==> config.mk <==
export PLATFORM = sky130hd
export DESIGN_NAME = piso_chain
export DESIGN_NICKNAME = d
export VERILOG_FILES = /design/src/rtl/piso_pkg.sv /design/src/rtl/piso_ctrl.sv /design/src/rtl/piso_segment.sv /design/src/rtl/piso_datapath.sv /design/src/rtl/piso_chain.sv
export SDC_FILE = /design/constraint.sdc
export NUM_CORES = 1
export LEC_CHECK = 0
export ABC_AREA = 1
export BUFFER_PORTS_ARGS = -buffer_cell sky130_fd_sc_hd__clkbuf_2
export CAP_MARGIN = 20
export CORE_AREA = 3 3 40 42
export DETAILED_ROUTE_END_ITERATION = 6
export DIE_AREA = 0 0 43 45
export PLACE_DENSITY = 0.65
export SYNTH_ARGS = -nofsm -noshare
export SYNTH_HDL_FRONTEND = slang
export SYNTH_SLANG_ARGS = --single-unit
==> constraint.sdc <==
create_clock -name clk -period 2.8 [get_ports clk]
set_input_delay 0.14 -clock clk [delete_from_list [all_inputs] [get_ports clk]]
set_output_delay 0.14 -clock clk [all_outputs]
set_load 0.1 [all_outputs]
==> src/rtl/piso_pkg.sv <==
package piso_pkg;
  // Strobes from the control unit to the datapath.
  typedef struct packed {
    logic load;   // parallel capture, has priority
    logic shift;  // one place toward the last stage
  } pisoStrobes_t;
endpackage

==> src/rtl/piso_ctrl.sv <==
module piso_ctrl
  import piso_pkg::*;
(
  input  logic         clk,
  input  logic         rst,
  input  logic         loadN,
  input  logic         shiftClk,
  input  logic         shiftEnN,
  output pisoStrobes_t strb
);
  logic orNow;
  logic orPrev;

  // The two shift inputs are symmetric: either one can gate the other.
  assign orNow = shiftClk | shiftEnN;

  // History is kept even while loading, so a release with the OR already
  // high does not look like a fresh edge.
  always_ff @(posedge clk) begin
    if (rst) orPrev <= 1'b0;
    else     orPrev <= orNow;
  end

  always_comb begin
    strb.load  = ~loadN;
    strb.shift = loadN & orNow & ~orPrev;
  end
endmodule

==> src/rtl/piso_segment.sv <==
module piso_segment #(
  parameter int N_STAGES = 8
) (
  input  logic                clk,
  input  logic                rst,
  input  logic                load,
  input  logic                shift,
  input  logic                serIn,
  input  logic [N_STAGES-1:0] parIn,
  output logic                lastBit
);
  logic [N_STAGES-1:0] stageQ;

  always_ff @(posedge clk) begin
    if (rst)        stageQ <= '0;
    else if (load)  stageQ <= parIn;
    else if (shift) stageQ <= {stageQ[N_STAGES-2:0], serIn};
  end

  assign lastBit = stageQ[N_STAGES-1];
endmodule

==> src/rtl/piso_datapath.sv <==
module piso_datapath
  import piso_pkg::*;
#(
  parameter int N_STAGES = 8,
  parameter int N_CHAIN  = 1,
  localparam int TOTAL   = N_STAGES * N_CHAIN
) (
  input  logic             clk,
  input  logic             rst,
  input  pisoStrobes_t     strb,
  input  logic             serIn,
  input  logic [TOTAL-1:0] parIn,
  output logic             lastOut,
  output logic             lastOutN
);
  // link[k] is the serial input of segment k; link[N_CHAIN] is the chain end.
  logic [N_CHAIN:0] link;

  assign link[0] = serIn;

  for (genvar k = 0; k < N_CHAIN; k++) begin : g_seg
    piso_segment #(.N_STAGES(N_STAGES)) u_seg (
      .clk    (clk),
      .rst    (rst),
      .load   (strb.load),
      .shift  (strb.shift),
      .serIn  (link[k]),
      .parIn  (parIn[k*N_STAGES +: N_STAGES]),
      .lastBit(link[k+1])
    );
  end

  // While loading, the top parallel bit flows straight to the output.
  assign lastOut  = strb.load ? parIn[TOTAL-1] : link[N_CHAIN];
  assign lastOutN = ~lastOut;
endmodule

==> src/rtl/piso_chain.sv <==
module piso_chain
  import piso_pkg::*;
#(
  parameter int N_STAGES = 8,
  parameter int N_CHAIN  = 1,
  localparam int TOTAL   = N_STAGES * N_CHAIN
) (
  input  logic             clk,
  input  logic             rst,
  input  logic             loadN,
  input  logic             shiftClk,
  input  logic             shiftEnN,
  input  logic             serIn,
  input  logic [TOTAL-1:0] parIn,
  output logic             lastOut,
  output logic             lastOutN
);
  pisoStrobes_t strb;

  piso_ctrl u_ctrl (
    .clk     (clk),
    .rst     (rst),
    .loadN   (loadN),
    .shiftClk(shiftClk),
    .shiftEnN(shiftEnN),
    .strb    (strb)
  );

  piso_datapath #(.N_STAGES(N_STAGES), .N_CHAIN(N_CHAIN)) u_dp (
    .clk     (clk),
    .rst     (rst),
    .strb    (strb),
    .serIn   (serIn),
    .parIn   (parIn),
    .lastOut (lastOut),
    .lastOutN(lastOutN)
  );
endmodule

==> results.sh <==
export IMPL_synth_nets=92
export IMPL_net_switching_power_w=0.0000977
export IMPL_io_buffer_count=15
export IMPL_grt_max_degree=19
export IMPL_cp_required_ns=2.66
export IMPL_whs_ns=0.0475
export IMPL_clk_pin_slew_ns=0.06
export IMPL_yosys_warnings=0
export IMPL_swShare=0.308
export IMPL_cp_arrival_ns=1.17
export IMPL_rows=13
export IMPL_grt_pass1_vias=383
export IMPL_synth_compound_area_frac=0.126
export IMPL_cp_top_family="buffers and inverters"
export IMPL_hp_start="rst"
export IMPL_start_kind="flip-flop"
export IMPL_rrSetupSlack_ns=1.87
export IMPL_post_route_drc_count=0
export IMPL_vias=469
export IMPL_powerDensity_nw_per_um2=538
export IMPL_diodes=0
export IMPL_finalNetCount=109
export IMPL_clkPwrFrac=0.316
export IMPL_synth_seq_cells=9
export IMPL_start_util=0.388
export IMPL_h_tree_depth=1
export IMPL_cts_repair_resized=0
export IMPL_whs_endpoint="u_ctrl.orPrev"
export IMPL_rr_endpoint="u_dp.g_seg[0].u_seg.stageQ[0]"
export IMPL_io_pins=16
export IMPL_seqPwrFrac=0.454
export IMPL_synth_xor_area_frac=0
export IMPL_firstDrtPassIters=2
export IMPL_synth_adder_area_share=0
export IMPL_drt_iter0_drc=1
export IMPL_die_h_um=45
export IMPL_netlist_area_um2=498
export IMPL_status="complete, no violations"
export IMPL_grtUsageTotal=0.106
export IMPL_r2r_cells=5
export IMPL_final_core_util=0.458
export IMPL_min_path_type="primary input to flip-flop"
export IMPL_cts_root_buffer="clkbuf_4"
export IMPL_max_freq_mhz=761
export IMPL_postCtsHoldBufs=0
export IMPL_synth_cells=78
export IMPL_detail_route_vias_per_cell=4.30
export IMPL_setup_viol=0
export IMPL_power_internal_w=0.000219
export IMPL_crit_path_end_kind="output port"
export IMPL_slew_headroom=0.642
export IMPL_combPwrFrac=0.230
export IMPL_synth_top_family_by_area="simple AND/OR/NAND/NOR gates"
export IMPL_ys_seq_area_frac=0.362
export IMPL_crit_chain="a21oi_2, clkbuf_2"
export IMPL_max_clock_path_buffers=2
export IMPL_r2r_start="u_ctrl.orPrev"
export IMPL_grt_pass1_wl_um=1510
export IMPL_insertion_delay_ns=0.26
export IMPL_synth_simple_gate_area_frac=0.354
export IMPL_cp_slowest_cell="clkbuf_2"
export IMPL_fin_worst_skew_ns=0.00281
export IMPL_cts_sinks=9
export IMPL_max_cap_violations=0
export IMPL_hold_viol_final=0
export IMPL_synthToLayoutAreaGrowth_pct=18.1
export IMPL_slowest_delay_ns=0.47
export IMPL_ir_worst_vdd_uv=204
export IMPL_cts_buffers=3
export IMPL_synth_area_mux_share=0
export IMPL_cts_tree="built"
export IMPL_path_class="flip-flop to output port"
export IMPL_yosys_cell_types_count=10
export IMPL_critPathMaxFanout=2
export IMPL_place_congestion=0.695
export IMPL_period_share=0.469
export IMPL_fp_dieW_um=43
export IMPL_grt_setup_unrepaired="no"
export IMPL_drive_gt1_frac=0.234
export IMPL_tns_ns=0
export IMPL_p_leak_nw=0.350
export IMPL_post_cts_setup_buffers=0
export IMPL_core_area_um2=1280
export IMPL_fp_dieArea_um2=1940
export IMPL_tightest_slew_ns=0.539
export IMPL_postSynthAreaPerCell_um2=6.38
export IMPL_grt_overflow_total=0
export IMPL_final_min_clock_period_ns=1.31
export IMPL_antenna_left=0
export IMPL_fillers=146
export IMPL_drv_slew=0
export IMPL_antenna_found_initial=0
export IMPL_wl_um=846
export IMPL_wl_per_cell_um=7.76
export IMPL_hold_depth=2
export IMPL_hpwl_um=613
export IMPL_worst_path_buf_inv=1
export IMPL_cp_startpoint="u_dp.g_seg[0].u_seg.stageQ[7]"
cell usage after synthesis:
master    n  share of area
nand2_1  24           0.18
o21a_1    7           0.11
dfxtp_1   9           0.36
inv_1    12          0.090
nor2_2    2          0.025
o21ai_1   1          0.010
nor2_1   18           0.14
nand2_2   1          0.013
a21oi_1   1          0.010
buf_6     3          0.068
registers in the layout (all words and copies together) (netlist names):
| name | flops |
|---|---|
| u_dp.g_seg.u_seg.stageQ | 8 |
| u_ctrl.orPrev | 1 |
stage by stage:
| stage | setup slack [ns] | power (W) | instances | area, um^2 |
|---|---|---|---|---|
| finish | 1.49 | 0.000317 | 109 | 588 |
| global route | 1.44 | 0.000338 | 109 | 588 |
| CTS | 1.48 | 0.000321 | 109 | 588 |
| detailed placement | 1.52 | 0.000220 | 105 | 562 |
| global placement | 1.55 | 0.000219 | 105 | 562 |
| floorplan | 0.634 | 0.000208 | 78 | 502 |
power by group through the flow:
stage               combinational [W]  sequential [W]  clock [W]
floorplan                   0.0000621        0.000146          0
global placement            0.0000723        0.000147          0
detailed placement          0.0000731        0.000147          0
CTS                         0.0000736        0.000144   0.000104
global route                0.0000825        0.000146   0.000110
finish                      0.0000728        0.000144   0.000100
metal layers:
| layer | share of wire | global-route usage | up-vias |
|---|---|---|---|
| met5 | 0 | 0 | - |
| met4 | 0.022 | 0.0904 | 0 |
| met3 | 0.091 | 0.0279 | 4 |
| met2 | 0.41 | 0.150 | 15 |
| met1 | 0.47 | 0.133 | 191 |
| li1 | - | - | 259 |
worst max path at each step:
stage / cells after the start / to
2_1_floorplan: 5 / lastOut
3_3_place_gp: 4 / lastOutN
3_5_place_dp: 5 / lastOut
4_1_cts: 2 / lastOutN
5_1_grt: 2 / lastOutN
6_report: 2 / lastOutN
cell usage in the layout, fill, tap and decap left out:
master     n
nand2_1   24
nor2_1    18
clkbuf_2  15
inv_1     12
dfxtp_1    9
o21a_1     7
clkbuf_4   3
nor2_2     2
a21oi_2    1
o21ai_1    1
nand2_2    1
clkbuf_1   1
kinds of logic (layout without fill, tap and decap cells):
| group | Yosys count | in the layout |
|---|---|---|
| flip-flops | 9 | 9 |
| AND/OR/NAND/NOR | 45 | 45 |
| AO/OA/AOI/OAI | 9 | 9 |
| buffers and inverters | 15 | 31 |
final cells by class:
| type | instances | area, um^2 | area share |
|---|---|---|---|
| multi-input cells | 54 | 243 | 0.413 |
| flip-flops and latches | 9 | 180 | 0.306 |
| repair buffers | 15 | 75.1 | 0.128 |
| inverters | 12 | 45.0 | 0.0766 |
| clock buffers | 4 | 26.3 | 0.0447 |
| well taps | 15 | 18.8 | 0.0319 |
Power figures use the tool's default switching activity.
